===== config.mk =====
export PLATFORM = sky130hd
export DESIGN_NAME = psram_octal_engine
export DESIGN_NICKNAME = d
export VERILOG_FILES = /design/src/rtl/psram_octal_pkg.sv /design/src/rtl/psram_octal_ctrl.sv /design/src/rtl/psram_octal_datapath.sv /design/src/rtl/psram_octal_engine.sv
export SDC_FILE = /design/constraint.sdc
export NUM_CORES = 1
export LEC_CHECK = 0
export BUFFER_PORTS_ARGS = -buffer_cell sky130_fd_sc_hd__buf_2
export CORE_ASPECT_RATIO = 0.8
export CORE_MARGIN = 4
export CORE_UTILIZATION = 30
export CTS_CLUSTER_SIZE = 24
export DETAILED_ROUTE_END_ITERATION = 12
export GPL_ROUTABILITY_DRIVEN = 0
export PLACE_DENSITY_LB_ADDON = 0.2
export SETUP_SLACK_MARGIN = 0.05
export SYNTH_ARGS = -nofsm -noshare
export SYNTH_HDL_FRONTEND = slang
export SYNTH_SLANG_ARGS = --single-unit
export TNS_END_PERCENT = 50

===== constraint.sdc =====
create_clock -name clk -period 2 [get_ports clk]
set_clock_uncertainty 0.05 [all_clocks]
set_input_delay 0.2 -clock clk [delete_from_list [all_inputs] [get_ports clk]]
set_output_delay 0.2 -clock clk [all_outputs]
set_load 0.01 [all_outputs]

===== src/rtl/psram_octal_pkg.sv =====
package psram_octal_pkg;

  typedef enum logic [1:0] {
    OP_MEM_RD = 2'd0,
    OP_MEM_WR = 2'd1,
    OP_REG_RD = 2'd2,
    OP_REG_WR = 2'd3
  } op_e;

  // Strobes from the sequencer to the byte datapath
  typedef struct packed {
    logic load;      // capture a new request
    logic shiftOut;  // advance the outgoing byte stream
    logic capture;   // store the incoming byte
    logic driveBus;  // octal lines driven
    logic csActive;  // chip select asserted
    logic clkRun;    // serial clock toggling
  } strobe_t;

  function automatic logic [15:0] cmdWord(op_e op);
    case (op)
      OP_MEM_RD: return 16'h0000;
      OP_MEM_WR: return 16'h8080;
      OP_REG_RD: return 16'h4040;
      default:   return 16'hC0C0;
    endcase
  endfunction

  function automatic logic isWriteOp(op_e op);
    return (op == OP_MEM_WR) || (op == OP_REG_WR);
  endfunction

endpackage


===== src/rtl/psram_octal_ctrl.sv =====
module psram_octal_ctrl
  import psram_octal_pkg::*;
#(
  parameter int MAX_BYTES = 4,
  parameter int RD_DUMMY  = 18,
  parameter int WR_DUMMY  = 8,
  parameter int CS_SETUP  = 3,
  parameter int CS_HOLD   = 3,
  parameter int CS_GAP    = 2,
  parameter int LW        = 3
) (
  input  logic          clk,
  input  logic          rstN,
  input  logic          reqValid,
  input  op_e           reqOp,
  input  logic [LW-1:0] reqLen,
  output logic          reqReady,
  output strobe_t       stb,
  output logic [LW-1:0] byteIdx,
  output logic          done
);

  localparam int M1 = (RD_DUMMY > WR_DUMMY) ? RD_DUMMY : WR_DUMMY;
  localparam int M2 = (M1 > CS_SETUP) ? M1 : CS_SETUP;
  localparam int M3 = (M2 > CS_HOLD) ? M2 : CS_HOLD;
  localparam int M4 = (M3 > CS_GAP) ? M3 : CS_GAP;
  localparam int M5 = (M4 > MAX_BYTES + 1) ? M4 : MAX_BYTES + 1;
  localparam int CW = $clog2(M5 + 1);
  localparam logic [CW-1:0] ONE = CW'(1);

  typedef enum logic [2:0] {
    ST_IDLE, ST_SETUP, ST_CMD, ST_ADDR, ST_DUMMY, ST_DATA, ST_HOLD, ST_GAP
  } state_e;

  state_e        stateQ;
  logic [CW-1:0] cntQ;
  op_e           opQ;
  logic [LW-1:0] lenQ;
  logic [LW-1:0] byteIdxQ;
  logic          doneQ;
  logic [CW-1:0] dummyLen;
  logic [CW-1:0] dataLast;
  logic          isWrite;

  assign isWrite  = isWriteOp(opQ);
  assign dataLast = CW'(lenQ) + CW'(lenQ[0]) - ONE;

  always_comb begin
    case (opQ)
      OP_MEM_RD, OP_REG_RD: dummyLen = CW'(RD_DUMMY);
      OP_MEM_WR:            dummyLen = CW'(WR_DUMMY);
      default:              dummyLen = '0;
    endcase
  end

  always_ff @(posedge clk or negedge rstN) begin
    if (!rstN) begin
      stateQ   <= ST_IDLE;
      cntQ     <= '0;
      opQ      <= OP_MEM_RD;
      lenQ     <= '0;
      byteIdxQ <= '0;
      doneQ    <= 1'b0;
    end else begin
      doneQ <= 1'b0;
      case (stateQ)
        ST_IDLE: if (reqValid) begin
          opQ    <= reqOp;
          lenQ   <= reqLen;
          cntQ   <= CW'(CS_SETUP - 1);
          stateQ <= ST_SETUP;
        end
        ST_SETUP: if (cntQ == '0) begin
          stateQ <= ST_CMD;
          cntQ   <= ONE;
        end else cntQ <= cntQ - ONE;
        ST_CMD: if (cntQ == '0) begin
          stateQ <= ST_ADDR;
          cntQ   <= CW'(3);
        end else cntQ <= cntQ - ONE;
        ST_ADDR: if (cntQ == '0) begin
          byteIdxQ <= '0;
          if (dummyLen != '0) begin
            stateQ <= ST_DUMMY;
            cntQ   <= dummyLen - ONE;
          end else begin
            stateQ <= ST_DATA;
            cntQ   <= dataLast;
          end
        end else cntQ <= cntQ - ONE;
        ST_DUMMY: if (cntQ == '0) begin
          stateQ <= ST_DATA;
          cntQ   <= dataLast;
        end else cntQ <= cntQ - ONE;
        ST_DATA: begin
          byteIdxQ <= byteIdxQ + LW'(1);
          if (cntQ == '0) begin
            stateQ <= ST_HOLD;
            cntQ   <= CW'(CS_HOLD - 1);
            doneQ  <= 1'b1;
          end else cntQ <= cntQ - ONE;
        end
        ST_HOLD: if (cntQ == '0) begin
          stateQ <= ST_GAP;
          cntQ   <= CW'(CS_GAP - 1);
        end else cntQ <= cntQ - ONE;
        default: if (cntQ == '0) stateQ <= ST_IDLE;
                 else cntQ <= cntQ - ONE;
      endcase
    end
  end

  always_comb begin
    reqReady     = (stateQ == ST_IDLE);
    stb.load     = reqReady && reqValid;
    stb.shiftOut = (stateQ == ST_CMD) || (stateQ == ST_ADDR) ||
                   ((stateQ == ST_DATA) && isWrite);
    stb.driveBus = stb.shiftOut;
    stb.capture  = (stateQ == ST_DATA) && !isWrite && (byteIdxQ < lenQ);
    stb.csActive = (stateQ != ST_IDLE) && (stateQ != ST_GAP);
    stb.clkRun   = (stateQ == ST_CMD) || (stateQ == ST_ADDR) ||
                   (stateQ == ST_DUMMY) || (stateQ == ST_DATA);
  end

  assign byteIdx = byteIdxQ;
  assign done    = doneQ;

endmodule


===== src/rtl/psram_octal_datapath.sv =====
module psram_octal_datapath
  import psram_octal_pkg::*;
#(
  parameter int MAX_BYTES = 4,
  parameter int LW        = 3,
  localparam int DW       = 8 * MAX_BYTES
) (
  input  logic          clk,
  input  logic          rstN,
  input  strobe_t       stb,
  input  op_e           reqOp,
  input  logic [31:0]   reqAddr,
  input  logic [LW-1:0] reqLen,
  input  logic [DW-1:0] reqWdata,
  input  logic [LW-1:0] byteIdx,
  input  logic [7:0]    dqIn,
  output logic [7:0]    dqOut,
  output logic          sclk,
  output logic [DW-1:0] rdata
);

  localparam int TW = 48 + DW;

  logic [TW-1:0] txQ;
  logic [DW-1:0] dataPacked;
  logic          sclkQ;
  logic [DW-1:0] rdataQ;

  // First data byte sits in the top byte; bytes past the length are zero
  always_comb begin
    for (int k = 0; k < MAX_BYTES; k++) begin
      dataPacked[(MAX_BYTES-1-k)*8 +: 8] =
        (LW'(k) < reqLen) ? reqWdata[k*8 +: 8] : 8'h00;
    end
  end

  always_ff @(posedge clk or negedge rstN) begin
    if (!rstN) begin
      txQ    <= '0;
      sclkQ  <= 1'b0;
      rdataQ <= '0;
    end else begin
      sclkQ <= stb.clkRun ? ~sclkQ : 1'b0;
      if (stb.load) begin
        txQ    <= {cmdWord(reqOp), reqAddr, dataPacked};
        rdataQ <= '0;
      end else begin
        if (stb.shiftOut) txQ <= {txQ[TW-9:0], 8'h00};
        for (int k = 0; k < MAX_BYTES; k++) begin
          if (stb.capture && (byteIdx == LW'(k))) rdataQ[k*8 +: 8] <= dqIn;
        end
      end
    end
  end

  assign dqOut = txQ[TW-1 -: 8];
  assign sclk  = sclkQ;
  assign rdata = rdataQ;

endmodule


===== src/rtl/psram_octal_engine.sv =====
module psram_octal_engine
  import psram_octal_pkg::*;
#(
  parameter int MAX_BYTES = 4,
  parameter int RD_DUMMY  = 18,
  parameter int WR_DUMMY  = 8,
  parameter int CS_SETUP  = 3,
  parameter int CS_HOLD   = 3,
  parameter int CS_GAP    = 2,
  localparam int DW       = 8 * MAX_BYTES,
  localparam int LW       = $clog2(MAX_BYTES + 2)
) (
  input  logic          clk,
  input  logic          rstN,
  input  logic          reqValid,
  output logic          reqReady,
  input  logic [1:0]    reqOp,
  input  logic [31:0]   reqAddr,
  input  logic [LW-1:0] reqLen,
  input  logic [DW-1:0] reqWdata,
  output logic          rspDone,
  output logic [DW-1:0] rspRdata,
  output logic          csN,
  output logic          sclk,
  output logic [7:0]    dqOut,
  output logic          dqOe,
  input  logic [7:0]    dqIn
);

  strobe_t       stb;
  logic [LW-1:0] byteIdx;
  op_e           opIn;

  assign opIn = op_e'(reqOp);

  psram_octal_ctrl #(
    .MAX_BYTES(MAX_BYTES), .RD_DUMMY(RD_DUMMY), .WR_DUMMY(WR_DUMMY),
    .CS_SETUP(CS_SETUP), .CS_HOLD(CS_HOLD), .CS_GAP(CS_GAP), .LW(LW)
  ) ctrl_i (
    .clk(clk), .rstN(rstN), .reqValid(reqValid), .reqOp(opIn),
    .reqLen(reqLen), .reqReady(reqReady), .stb(stb), .byteIdx(byteIdx),
    .done(rspDone)
  );

  psram_octal_datapath #(.MAX_BYTES(MAX_BYTES), .LW(LW)) dp_i (
    .clk(clk), .rstN(rstN), .stb(stb), .reqOp(opIn), .reqAddr(reqAddr),
    .reqLen(reqLen), .reqWdata(reqWdata), .byteIdx(byteIdx), .dqIn(dqIn),
    .dqOut(dqOut), .sclk(sclk), .rdata(rspRdata)
  );

  assign csN  = ~stb.csActive;
  assign dqOe = stb.driveBus;

endmodule


After elaboration in Yosys (flattened, before gate mapping)
Index checks and enable logic that the tools add are counted.
W data, S select, Z words.
{"block": "op_classes", "muxes": 36, "n_addsub": 5, "n_lt_le_gt_ge": 5, "n_bitwise": 2, "n_eq_ne": 23, "n_reduce_logical": 35}
{"operator": "$mux W80", "count": 2}
{"operator": "$mux W8", "count": 8}
{"operator": "$pmux W16 S3", "count": 1}
{"operator": "$mux W5", "count": 8}
{"operator": "$mux W32", "count": 1}
{"operator": "$pmux W5 S6", "count": 1}
{"operator": "$mux W3", "count": 8}
{"operator": "$pmux W3 S7", "count": 1}
{"operator": "$sub A5 B1 Y5 const B", "count": 3}
{"operator": "$reduce_bool A2 Y1", "count": 7}
{"operator": "$eq A3 B2 Y1 const B", "count": 4}
{"operator": "$ne A2 B1 Y1 const B", "count": 6}
{"operator": "$pmux W5 S2", "count": 1}
{"operator": "$eq A3 B3 Y1 const B", "count": 3}
{"operator": "$logic_and A1 B1 Y1", "count": 9}
{"operator": "$reduce_and A8 Y1", "count": 1}
{"operator": "$ne A7 B7 Y1 const B", "count": 1}
{"operator": "$eq A2 B2 Y1 const B", "count": 3}
{"operator": "$eq A3 B1 Y1 const B", "count": 2}
{"operator": "$logic_not A3 Y1", "count": 2}
{"operator": "$lt A1 B3 Y1 const A", "count": 2}
{"operator": "$lt A2 B3 Y1 const A", "count": 2}
{"operator": "$pmux W3 S2", "count": 1}
{"operator": "$reduce_and A2 Y1", "count": 3}
{"operator": "other kinds (15)", "count": 26}
{"block": "word_totals", "inputBits": 80, "output_inout_bits": 45, "elab_cells": 118, "ff_bits": 130}

Depth between registers and ports, before layout
Gate-level depths: netlist (run 1).
{"block": "logic_depth", "depth_word": 8, "depth_mapped": 8, "depth_no_buf": 6}

By module
A second synthesis (run 1) with hierarchy kept.
{"block": "unflattened", "cells_unflattened": 578, "hier_area_um2": 6349.8}
{"module": "psram_octal_datapath", "seq_area_each_um2": 2827.7, "n_inst": 1, "cells_each": 436, "area_per_inst_um2": 5139.9}
{"module": "psram_octal_ctrl", "seq_area_each_um2": 425.4, "n_inst": 1, "cells_each": 141, "area_per_inst_um2": 1206.2}
{"module": "psram_octal_engine", "seq_area_each_um2": 0.0, "n_inst": 1, "cells_each": 1, "area_per_inst_um2": 3.8}

Worst setup path before layout (run 1)
No wires, ideal clock.
{"block": "synth_path", "path_type": "reg-to-reg", "startpoint": "register ctrl_i.cntQ[0]", "endpoint": "register ctrl_i.cntQ[1]", "slack_ps": 161, "arrival_ps": 1722, "path_stages_with_launch": 7, "n_path_buf": 1, "required_time_ps": 1884, "setup_time_ps": 66, "synth_period_minus_slack_ps": 1839, "cell_sequence": "dfrtp_1 inv_1 ha_1 or4b_1 buf_2 a2111oi_4 o32a_1"}
{"block": "synth_between", "elab_chain_len": 3, "elab_cells_between_ends": 11, "classes_between": "1 x add/sub; 1 x eq/ne; 7 x mux; 2 x reduce/logical"}
{"element": "from (decl)", "line_no": "psram_octal_ctrl.sv:36", "source": "logic [CW-1:0] cntQ;"}
{"element": "from (signal assigned)", "line_no": "psram_octal_ctrl.sv:70", "source": "cntQ <= CW'(CS_SETUP - 1);"}
{"element": "from (signal assigned)", "line_no": "psram_octal_ctrl.sv:76", "source": "end else cntQ <= cntQ - ONE;"}
{"element": "from (signal assigned)", "line_no": "psram_octal_ctrl.sv:80", "source": "end else cntQ <= cntQ - ONE;"}
{"element": "$sub A5 B1 Y5 / $logic_not A5 Y1 (equally long branches)"}
{"element": "$mux W5 (tied with other cells)", "line_no": "psram_octal_ctrl.sv:107", "source": "default: if (cntQ == '0) stateQ <= ST_IDLE;"}
{"element": "$pmux W5 S6 / $reduce_and A2 Y1 (equally long branches)"}
Parallel ways exist; a longest one is shown, timed or not. The select of a mux whose other input is x is not followed.
A chain may end at the register's enable or synchronous reset.

Final worst setup path (run 1)
{"block": "layout_path", "startpoint": "register ctrl_i.cntQ[1]", "endpoint": "register ctrl_i.cntQ[1]"}
Same word-level chain as after synthesis.

==> results of run 1 <==
sequential cells by signal, summed over array words and instances (netlist names):
register	flops
ctrl_i.opQ	2
dp_i.sclk	1
ctrl_i.done	1
ctrl_i.cntQ	5
ctrl_i.byteIdx	3
dp_i.txQ	80
dp_i.rdata	32
ctrl_i.lenQ	3
ctrl_i.stateQ	3
per-stage QoR:
stage	setup TNS, ns	instances	total power (uW)
after floorplan	0	644	7210
after global placement	0	1022	8820
after detailed placement	0	1022	8850
after CTS	0	1110	12300
after global routing	-0.000790	1110	13100
final	0	1110	12200
worst register-to-register path, cell delays in order (launching register included):
cell and delay [ns]:
dfrtp_1 0.39, inv_1 0.08, ha_1 0.17, or4b_1 0.57
a2111oi_4 0.39, o32a_1 0.18
area by class of cell:
cell class	instances	area, sq um
clock buffers	22	484
clock inverters	9	129
fillers	2042	11500
inverters	22	87.6
multi-input cells	446	2630
flip-flops and latches	130	3250
well taps	264	330
repair buffers	217	1590
per-layer routing:
metal	global-route usage, %	vias to the layer above
met4	4.33	0
met2	23.4	111
met5	0	-
li1	-	2578
met3	3.46	14
met1	22.2	2501
cells in the mapped netlist, drive strengths merged, types with 2 or more instances:
master   instances
nand2          173
dfrtp          130
mux2i           57
nor2            53
a31oi           36
buf             32
o21ai           31
a21oi           23
inv             21
clkbuf          14
ha              11
a32o             8
nand2b           6
o2111ai          4
nand3            3
nand3b           3
nor3             3
xnor2            3
a211oi           2
a32oi            2
o2111a           2
or3              2
or4b             2
path summary, 6_finish.rpt:
kind                                       startpoint                         end  cells after the start
hold reg to reg                   dp_i.sclk$_DFF_PN0_         dp_i.sclk$_DFF_PN0_                      1
max in group asynchronous                        rstN    dp_i.txQ[25]$_DFFE_PN0P_                      3
setup / recovery           ctrl_i.cntQ[1]$_DFFE_PN0P_  ctrl_i.cntQ[1]$_DFFE_PN0P_                      5
min in group asynchronous                        rstN  ctrl_i.cntQ[3]$_DFFE_PN0P_                      2
setup reg to reg           ctrl_i.cntQ[1]$_DFFE_PN0P_  ctrl_i.cntQ[1]$_DFFE_PN0P_                      5
hold / removal                            reqAddr[29]    dp_i.txQ[61]$_DFFE_PN0P_                      3
cell families (layout without fill, tap and decap cells):
logic type / after synthesis / in the layout / synth area share [%]
compound gates: 120 / 120 / 13.0
xor+xnor: 4 / 4 / 0.566
fa+ha+maj: 11 / 11 / 2.22
buf+inv: 68 / 270 / 5.32
flops: 130 / 130 / 52.6
mux: 57 / 57 / 9.22
simple gates: 254 / 254 / 17.1
power breakdown:
part	switching (uW)	leakage [uW]	internal [uW]	total [uW]
clock network	1140	0.000298	2080	3220
logic	2480	0.00223	2110	4590
registers	682	0.00168	3690	4370
total	4300	0.00420	7880	12200
what timing repair did:
item                       4_1_cts  5_1_grt
setup buffers                    4        0
hold buffers                    53        0
hold endpoints to repair        87        0
setup endpoints to repair        1       71
resized for setup                2        7
==> impl_results.rst, run 1 <==
.. list-table::
   :header-rows: 1

   * - Metric
     - Value
   * - Run status
     - finished, final reports clean
   * - Effective utilization at floorplan
     - 30.9%
   * - Number of design-rule violations left by the first detailed-router iteration
     - 338
   * - CP max-delay cell
     - or4b_1
   * - Final max-slew violation count
     - 0
   * - Routed WL per cell
     - 15.7 microns
   * - Type of destination of the critical path
     - flip-flop
   * - Power density relative to cell area
     - 1430 nW/um^2
   * - Longest Clk Path Bufs
     - 2
   * - Area leader, netlist
     - dfrtp_1
   * - Die height
     - 136 microns
   * - Data arrival time of the critical path
     - 2.19 ns
   * - Input/output buffers
     - 124
   * - Global-route usage over all layers
     - 15.4%
   * - Buffers plus inverters on the worst setup path
     - 1
   * - Worst hold-check slack
     - 0.0204 ns
   * - Post-synthesis average cell area
     - 9.61 sq um
   * - Signed area change from the synthesized netlist to the final layout
     - 37.4%
   * - CTS clk-pin slew, worst paths
     - 0.06 ns
   * - Static power due to leakage
     - 0.00420 uW
   * - Residual DRC
     - 0
   * - Clock Sink Count
     - 130
   * - Clock latency on the worst-skew pair
     - 0.41 ns
   * - Final standard cell area without fillers
     - 8500 sq um
   * - Highest layer used for signal routing
     - met4
   * - Required arrival time at the worst endpoint
     - 2.30 ns
   * - Met2 layer wire length in the routed design
     - 7890 microns
   * - Biggest cell delay along the critical path
     - 0.57 ns
   * - Most frequent cells in the layout
     - 173 x nand2_1, 129 x dfrtp_1, 123 x buf_2, 57 x mux2i_1, 53 x dlygate4sd3_1
   * - CTS tree
     - done
   * - Post-layout utilization of the core
     - 42.5%
   * - Yosys warning total
     - 0
   * - Detailed-routed wire length on met3
     - 705 microns
   * - Seq/Total Area, Yosys
     - 52.6%
   * - Pre-CTS setup slack
     - 0.120 ns
   * - Number of primary I/O pins
     - 125
   * - Most common cell after layout, fill and taps aside
     - nand2_1
   * - Pin count of the biggest net entering global routing
     - 68
   * - Vias
     - 5204
   * - Via count of the first global-routing pass
     - 5319
   * - Cell class contributing the biggest share of worst-path delay
     - simple AND/OR/NAND/NOR gates
   * - Worst Hold Class
     - primary input to flip-flop
   * - Maximum vdd drop
     - 0.679 mV
   * - Detailed Routing Iterations Pass 1
     - 4
   * - Async S/R FF share, synth
     - 100%
   * - Die ar.
     - 23000 sq um
   * - Total clock buffers created by CTS
     - 17
   * - Count of flip-flops with a built-in enable after synthesis
     - 0
   * - Number of nets with antenna violations after routing
     - 0
   * - Post-Syn Instances
     - 644
   * - Rel. slew slack
     - 67.8%
   * - Tcrit/Tclk final
     - 94.6%
   * - Unrepaired setup endpoints after global routing
     - yes
   * - Total global routing overflow
     - 0
   * - Highest Clock Rate
     - 528 MHz
   * - Layout Nets
     - 925
   * - Fin crit period
     - 1.89 ns
   * - Cells traversed along the worst timing path
     - inv_1 -> ha_1 -> or4b_1 -> a2111oi_4 -> o32a_1
   * - Netlist area before placement
     - 6190 sq um
   * - Type of the worst setup path
     - flip-flop to flip-flop
   * - Via density
     - 4.69
   * - Total of flip-flops plus latches after synthesis
     - 130
   * - Met1 layer wirelength in the final routing
     - 8640 microns
   * - Final setup violating endpoints
     - 0
   * - Global-route wire length before repair
     - 28100 microns
   * - Total wire length after detailed routing
     - 17400 microns
   * - Max capacitance violation total
     - 0
   * - Antenna violations before repair
     - 0
   * - Clock tree root driver cell
     - clkbuf_16
   * - Synthesized netlist net count
     - 735
   * - Largest cells by area after synthesis
     - dfrtp_1 53%, nand2_1 10%, mux2i_1 9.2%, a31oi_1 3.6%, nor2_1 3.0%
   * - Commonest register cell after synthesis
     - dfrtp_1
   * - Count of standard-cell rows
     - 46
   * - Core ar.
     - 20000 sq um
   * - Placed Instance Area
     - 7300 sq um
   * - Maximum fanout encountered on the critical timing path
     - 4
   * - H-tree depth
     - 4
   * - Final hold viol count
     - 0
   * - Kind of launch point of the worst setup path
     - flip-flop
   * - Post-detail-place hpwl
     - 12100 microns
   * - Die boundary width
     - 169 microns
   * - Final setup margin
     - 0.108 ns
   * - Share of Yosys cell area claimed by the top area cell type
     - 52.6%
   * - Diodes inserted
     - 0
   * - Count of unique library cells instantiated by Yosys
     - 53
   * - Proportion of layout cells with a drive suffix above 1
     - 24.7%
   * - Flop-to-flop setup slack
     - 0.11 ns
   * - Pin slew with the least headroom to its limit
     - 0.476 ns
Note: power is estimated with default switching activity, not from simulation.
==> run 2: changes to the inputs <==
--- a/config.mk
+++ b/config.mk
@@ -13,6 +13,7 @@
 export DETAILED_ROUTE_END_ITERATION = 12
 export GPL_ROUTABILITY_DRIVEN = 0
 export PLACE_DENSITY_LB_ADDON = 0.2
+export REMOVE_ABC_BUFFERS = 1
 export SETUP_SLACK_MARGIN = 0.05
 export SYNTH_ARGS = -nofsm -noshare
 export SYNTH_HDL_FRONTEND = slang
==> run 2 against run 1 <==
  * Register-to-register slack improved by 0.06 ns
  * Global-route usage decreased by 0.088 points
  * Sequential share of layout area decreased by 0.16 points
  * Critical path depth decreased by 1
  * Highest routed layer unchanged
==> impl_results.rst, run 2 (same netlist as run 1, synthesis figures left out) <==
.. list-table::
   :header-rows: 1

   * - Metric
     - Value
   * - Run status
     - finished, final reports clean
   * - Placed Instance Area
     - 7240 sq um
   * - Data arrival time of the critical path
     - 1.65 ns
   * - Proportion of layout cells with a drive suffix above 1
     - 25.4%
   * - Pin count of the biggest net entering global routing
     - 89
   * - Tcrit/Tclk final
     - 95.0%
   * - Layout Nets
     - 934
   * - Number of nets with antenna violations after routing
     - 0
   * - Via density
     - 4.68
   * - Flop-to-flop setup slack
     - 0.17 ns
   * - CTS tree
     - done
   * - CTS clk-pin slew, worst paths
     - 0.06 ns
   * - CP max-delay cell
     - dfrtp_2
   * - Type of the worst setup path
     - flip-flop to primary output
   * - Clock tree root driver cell
     - clkbuf_16
   * - Total global routing overflow
     - 0
   * - Core ar.
     - 20000 sq um
   * - Number of design-rule violations left by the first detailed-router iteration
     - 414
   * - Fill cell total of the finished layout
     - 2009
   * - Post-layout utilization of the core
     - 42.7%
   * - Die height
     - 136 microns
   * - Highest Clock Rate
     - 527 MHz
   * - Total wire length after detailed routing
     - 16800 microns
   * - Residual DRC
     - 0
   * - Biggest cell delay along the critical path
     - 0.44 ns
   * - Buffers plus inverters on the worst setup path
     - 2
   * - Endpoint, Worst Hold
     - dp_i.txQ[48]$_DFFE_PN0P_
   * - Most frequent cells in the layout
     - 173 x nand2_1, 127 x dfrtp_1, 123 x buf_2, 58 x dlygate4sd3_1, 56 x mux2i_1
   * - Reg-to-reg critical path endpoint
     - ctrl_i.cntQ[3]$_DFFE_PN0P_
   * - Die boundary width
     - 169 microns
   * - Most common cell after layout, fill and taps aside
     - nand2_1
   * - Die ar.
     - 23000 sq um
   * - Number of primary I/O pins
     - 125
   * - Worst hold-check slack
     - 0.0157 ns
   * - Clock latency on the worst-skew pair
     - 0.41 ns
   * - Final hold viol count
     - 0
   * - Cells traversed along the worst timing path
     - or3_1 -> buf_4 -> nand2_1 -> buf_2
   * - Final standard cell area without fillers
     - 8540 sq um
   * - Longest Clk Path Bufs
     - 2
   * - Unrepaired setup endpoints after global routing
     - yes
   * - Worst Hold Class
     - primary input to flip-flop
   * - Fin crit period
     - 1.90 ns
   * - Hold depth
     - 3
   * - Static power due to leakage
     - 0.00421 uW
   * - Clock Sink Count
     - 130
   * - Worst setup path start
     - ctrl_i.stateQ[2]$_DFFE_PN0P_
   * - Global-route usage over all layers
     - 15.3%
   * - WP depth
     - 4
   * - Final setup margin
     - 0.101 ns
   * - H-tree depth
     - 4
   * - Max capacitance violation total
     - 0
   * - Total clock buffers created by CTS
     - 17
   * - Biggest register
     - dp_i.txQ
   * - Rel. slew slack
     - 64.8%
   * - Diodes inserted
     - 0
   * - Signed area change from the synthesized netlist to the final layout
     - 38.0%
   * - Antenna violations before repair
     - 0
   * - Power density relative to cell area
     - 1430 nW/um^2
   * - Cell class contributing the biggest share of worst-path delay
     - simple AND/OR/NAND/NOR gates
   * - Via count of the first global-routing pass
     - 5219
   * - Pin slew with the least headroom to its limit
     - 0.522 ns
   * - Count of standard-cell rows
     - 46
   * - Maximum fanout encountered on the critical timing path
     - 6
   * - Global-route wire length before repair
     - 28000 microns
   * - Start of the worst register-to-register path
     - ctrl_i.cntQ[1]$_DFFE_PN0P_
   * - Detailed Routing Iterations Pass 1
     - 4
   * - Effective utilization at floorplan
     - 30.9%
   * - Final setup violating endpoints
     - 0
   * - Required arrival time at the worst endpoint
     - 1.75 ns
   * - Kind of launch point of the worst setup path
     - flip-flop
   * - Post-detail-place hpwl
     - 11000 microns
   * - Input/output buffers
     - 124
   * - Vias
     - 5237
   * - Maximum vdd drop
     - 0.544 mV
   * - Type of destination of the critical path
     - primary output
   * - Number of flip-flops under the largest register name
     - 80
   * - Final max-slew violation count
     - 0
   * - Pre-CTS setup slack
     - 0.134 ns
   * - Hold_sp
     - reqAddr[16]
   * - Routed WL per cell
     - 15.0 microns
   * - Depth of the worst register-to-register path
     - 6
## run 2: cell count changes in the layout (fill, tap and decap cells not counted), sizes merged
cell / before / now
buf: 164 / 167
clkbuf: 22 / 18
inv: 21 / 23
dlymetal6s2s: 0 / 1
clkinv: 5 / 7
dlygate4sd3: 53 / 58
## run 2: power by group
group	switching, uW	internal, uW	leakage [uW]	total, uW
clock	1200	1990	0.000292	3190
sequential	672	3690	0.00168	4360
combinational	2510	2130	0.00225	4640
total	4390	7810	0.00421	12200
## run 2: routing by layer
metal,wire [microns],GRT usage (%)
met1,8510,22.4
met2,7220,22.6
met3,1020,4.77
met4,57,2.66
met5,0,0
## run 2: final cells by class
class | count | area, sq um | share of cell area [%]
Multi-Input combinational cell | 446 | 2640 | 30.9
Timing Repair Buffer | 226 | 1630 | 19.1
Clock inverter | 13 | 160 | 1.87
Clock buffer | 18 | 439 | 5.14
Sequential cell | 130 | 3260 | 38.1
Inverter | 22 | 85.1 | 0.996
Tap cell | 264 | 330 | 3.87
## run 2: through the flow
step / instances / total power [uW] / TNS (ns)
after floorplan: 598 / 6970 / -130.07
after global placement: 1018 / 8720 / 0
after detailed placement: 1018 / 8760 / 0
after CTS: 1109 / 12200 / 0
after global routing: 1119 / 13100 / 0
final: 1119 / 12200 / 0
## run 2: worst register-to-register path: stages, from the launching register on
cell      delay [ns]
dfrtp_1         0.39
inv_1           0.08
ha_1            0.17
or4b_4          0.50
buf_4           0.18
a211oi_1        0.24
a311o_1         0.16
## run 2: worst max-delay path by stage
stage,endpoint
global placement,ctrl_i.cntQ[2]$_DFFE_PN0P_
CTS,dqOe
detailed placement,ctrl_i.cntQ[2]$_DFFE_PN0P_
finish,csN
floorplan,dp_i.txQ[10]$_DFFE_PN0P_
global route,csN
## run 2: what timing repair did
| action | CTS | global route |
|---|---|---|
| hold buffers | 58 | 0 |
| hold endpoints to repair | 103 | 0 |
| setup endpoints to repair | 3 | 37 |
| gates resized for setup | 4 | 7 |
| pin swaps | 0 | 2 |
| buffers inserted | 2 | 11 |
==> run 3: changes to the inputs <==
--- a/config.mk
+++ b/config.mk
@@ -6,16 +6,19 @@
 export NUM_CORES = 1
 export LEC_CHECK = 0
 export BUFFER_PORTS_ARGS = -buffer_cell sky130_fd_sc_hd__buf_2
+export CELL_PAD_IN_SITES_DETAIL_PLACEMENT = 1
+export CELL_PAD_IN_SITES_GLOBAL_PLACEMENT = 2
 export CORE_ASPECT_RATIO = 0.8
 export CORE_MARGIN = 4
 export CORE_UTILIZATION = 30
 export CTS_CLUSTER_SIZE = 24
 export DETAILED_ROUTE_END_ITERATION = 12
-export GPL_ROUTABILITY_DRIVEN = 0
+export GPL_ROUTABILITY_DRIVEN = 1
 export PLACE_DENSITY_LB_ADDON = 0.2
 export REMOVE_ABC_BUFFERS = 1
 export SETUP_SLACK_MARGIN = 0.05
 export SYNTH_ARGS = -nofsm -noshare
 export SYNTH_HDL_FRONTEND = slang
+export SYNTH_HIERARCHICAL = 1
 export SYNTH_SLANG_ARGS = --single-unit
 export TNS_END_PERCENT = 50
==> run 3 against run 2 <==
  * The run now ends with setup timing left
  * Die area grew 2.4%
  * Routed wire length grew 9.1%
  * Power grew 9.1%
  * Core utilization grew 1.1 points
  * Maximum frequency shrank 14%
  * Worst hold slack gained 0.014 ns
  * Sequential share of layout area shrank 2.3 points
  * Register-to-register slack lost 0.37 ns
  * Non-clock buffer count grew 30
==> impl_results.rst, run 3 <==
.. list-table::
   :header-rows: 1

   * - Metric
     - Value
   * - Detailed Routing Iterations Pass 1
     - 4
   * - Final Wtd Congestion
     - 0.769
   * - H-tree depth
     - 4
   * - Static power due to leakage
     - 0.00445 uW
   * - Run status
     - finished, violations left
   * - Most used standard cells in the synthesized netlist
     - 130 x dfrtp_1, 100 x mux2i_1, 52 x nand2_1
   * - Failing checks
     - setup timing
   * - Unrepaired setup endpoints after global routing
     - yes
   * - Global-route wire length before repair
     - 30000 microns
   * - Post-synthesis average cell area
     - 11.0 sq um
   * - Post-detail-place hpwl
     - 12400 microns
   * - Number of flip-flops under the largest register name
     - 80
   * - Worst Hold Class
     - primary input to flip-flop
   * - Die ar.
     - 23600 sq um
   * - Depth of the worst register-to-register path
     - 8
   * - CTS clk-pin slew, worst paths
     - 0.06 ns
   * - Final standard cell area without fillers
     - 9080 sq um
   * - Layout Nets
     - 890
   * - Die boundary width
     - 171 microns
   * - Diodes inserted
     - 0
   * - Signed area change from the synthesized netlist to the final layout
     - 43.1%
   * - Largest cells by area after synthesis
     - dfrtp_1 51%, mux2i_1 16%, nand2b_1 4.0%, o21ai_0 3.4%, nand2_1 3.1%
   * - Count of unique library cells instantiated by Yosys
     - 56
   * - Cells traversed along the worst timing path
     - inv_2 -> ha_1 -> o21ai_1 -> nand2b_1 -> a2111oi_4 -> buf_4 -> or4b_4 -> mux2i_1
   * - Number of nets with antenna violations after routing
     - 0
   * - Core ar.
     - 20800 sq um
   * - Pin count of the biggest net entering global routing
     - 49
   * - Count of flip-flops with a built-in enable after synthesis
     - 0
   * - Highest Clock Rate
     - 455 MHz
   * - Start of the worst register-to-register path
     - ctrl_i/lenQ[1]$_DFFE_PN0P_
   * - Seq/Total Area, Yosys
     - 51.2%
   * - Final hold viol count
     - 0
   * - Kind of launch point of the worst setup path
     - flip-flop
   * - Final setup violating endpoints
     - 35
   * - Die height
     - 138 microns
   * - CTS tree
     - done
   * - Data arrival time of the critical path
     - 2.45 ns
   * - Fill cell total of the finished layout
     - 2265
   * - Reg-to-reg critical path endpoint
     - dp_i/rdata[4]$_DFFE_PN0P_
   * - Vias
     - 5116
   * - Via count of the first global-routing pass
     - 5732
   * - Aggregate negative setup slack
     - -2.91 ns
   * - Hold depth
     - 3
   * - Flop-to-flop setup slack
     - -0.20 ns
   * - Flip-flop and latch area
     - 3250 sq um
   * - Most frequent cells in the layout
     - 130 x dfrtp_1, 122 x buf_2, 98 x mux2i_1, 67 x dlygate4sd3_1, 52 x nand2_1
   * - Total of flip-flops plus latches after synthesis
     - 130
   * - Final max-slew violation count
     - 0
   * - Number of design-rule violations left by the first detailed-router iteration
     - 223
   * - Final setup margin
     - -0.196 ns
   * - CP max-delay cell
     - or4b_4
   * - Biggest cell delay along the critical path
     - 0.56 ns
   * - Antenna violations before repair
     - 0
   * - Maximum vdd drop
     - 0.530 mV
   * - Worst hold-check slack
     - 0.0296 ns
   * - Routed WL per cell
     - 16.9 microns
   * - Pre-CTS setup slack
     - -0.358 ns
   * - Max capacitance violation total
     - 0
   * - Hold_sp
     - reqWdata[22]
   * - Total wire length after detailed routing
     - 18300 microns
   * - Area leader, netlist
     - dfrtp_1
   * - Multi-input logic area
     - 2820 sq um
   * - Tcrit/Tclk final
     - 110%
   * - Share of Yosys cell area claimed by the top area cell type
     - 51.2%
   * - Endpoint, Worst Hold
     - dp_i/txQ[14]$_DFFE_PN0P_
   * - Netlist area before placement
     - 6350 sq um
   * - Clock tree root driver cell
     - clkbuf_16
   * - Post-Syn Instances
     - 578
   * - Effective utilization at floorplan
     - 30.6%
   * - Commonest register cell after synthesis
     - dfrtp_1
   * - Residual DRC
     - 0
   * - Count of standard-cell rows
     - 47
   * - Maximum fanout encountered on the critical timing path
     - 8
   * - Input/output buffers
     - 124
   * - Clock Sink Count
     - 130
   * - Type of destination of the critical path
     - flip-flop
   * - Pin slew with the least headroom to its limit
     - 0.484 ns
   * - Total global routing overflow
     - 0
   * - Most common cell after layout, fill and taps aside
     - dfrtp_1
   * - Cell class contributing the biggest share of worst-path delay
     - simple AND/OR/NAND/NOR gates
   * - Global-route usage over all layers
     - 15.8%
   * - Via density
     - 4.72
   * - Type of the worst setup path
     - flip-flop to flip-flop
   * - Proportion of layout cells with a drive suffix above 1
     - 30.8%
   * - Library cell with the highest instance count after synthesis
     - dfrtp_1
   * - Buffers plus inverters on the worst setup path
     - 2
   * - Rel. slew slack
     - 67.7%
   * - Clock latency on the worst-skew pair
     - 0.43 ns
   * - Fin crit period
     - 2.20 ns
   * - Total clock buffers created by CTS
     - 17
   * - Placed Instance Area
     - 7510 sq um
   * - Yosys warning total
     - 6
   * - Power density relative to cell area
     - 1460 nW/um^2
   * - Required arrival time at the worst endpoint
     - 2.25 ns
   * - Post-layout utilization of the core
     - 43.8%
   * - Biggest register
     - dp_i/txQ
   * - Async S/R FF share, synth
     - 100%
   * - Longest Clk Path Bufs
     - 2
   * - Number of primary I/O pins
     - 125
## run 3: changes by cell type after synthesis, sizes merged, moves of 9 or more
cell	delta
buf	+9
mux2	+9
nor2	-30
o21ai	+13
a21oi	-9
a31oi	-36
nand2b	+35
o2bb2ai	+16
a21o	+10
mux2i	+43
nand2	-121
## run 3: worst max-delay path by stage
stage                                  start                   endpoint  slack (ns)  cells past startpoint
2_1_floorplan   ctrl_i/stateQ[1]$_DFFE_PN0P_   dp_i/txQ[70]$_DFFE_PN0P_       -4.95                      5
6_report          ctrl_i/lenQ[1]$_DFFE_PN0P_  dp_i/rdata[4]$_DFFE_PN0P_       -0.20                      8
4_1_cts           ctrl_i/lenQ[1]$_DFFE_PN0P_  dp_i/rdata[4]$_DFFE_PN0P_       -0.22                      8
5_1_grt           ctrl_i/lenQ[1]$_DFFE_PN0P_  dp_i/rdata[4]$_DFFE_PN0P_       -0.31                      8
3_5_place_dp   ctrl_i/byteIdx[1]$_DFFE_PN0P_  dp_i/rdata[4]$_DFFE_PN0P_       -0.36                      7
3_3_place_gp   ctrl_i/byteIdx[1]$_DFFE_PN0P_  dp_i/rdata[6]$_DFFE_PN0P_       -0.32                      7
## run 3: cell families after synthesis
logic type | after synthesis | share of synthesized area, %
xor+xnor | 2 | 0.276
compound gates | 111 | 11.3
fa+ha+maj | 8 | 1.58
mux | 109 | 17.4
simple gates | 154 | 12.9
buf+inv | 64 | 5.30
flops | 130 | 51.2
## run 3: stage by stage
step / std cells / total power, uW
floorplan: 527 / 7160
global placement: 968 / 9200
detailed placement: 968 / 9450
CTS: 1073 / 13200
global route: 1084 / 14300
finish: 1084 / 13300
## run 3: power breakdown
part           internal [uW]  switching (uW)
sequential              3660             621
combinational           3150            2860
clock                   1760            1270
total                   8560            4750
## run 3: worst reg2reg max path, stage by stage, from the launching register on
cell	delay [ns]
dfrtp_1	0.34
inv_2	0.04
ha_1	0.27
o21ai_1	0.09
nand2b_1	0.11
a2111oi_4	0.29
buf_4	0.16
or4b_4	0.56
mux2i_1	0.16
## run 3: final cells by class
| cell class | instances | area share (%) |
|---|---|---|
| clock inverter | 14 | 1.45 |
| tap | 269 | 3.70 |
| multi-input combinational | 384 | 31.1 |
| sequential | 130 | 35.8 |
| inverter | 13 | 0.537 |
| timing repair buffer | 256 | 22.6 |
| clock buffer | 18 | 4.83 |
## run 3: what timing repair did
action,CTS,global route
gates resized for setup,30,12
gates cloned,2,0
endpoints found under the setup margin,88,110
pin swaps,4,2
endpoints found under the hold margin,115,0
hold buffers,67,0
setup buffers,4,11
## run 3: per-layer routing
layer  routed length [microns]  up-vias  track usage, %
li1                          -     2475               -
met1                      8900     2531            21.7
met2                      8530       95            24.9
met3                       696       15            3.65
met4                       210        0            4.83
met5                         0        -               0
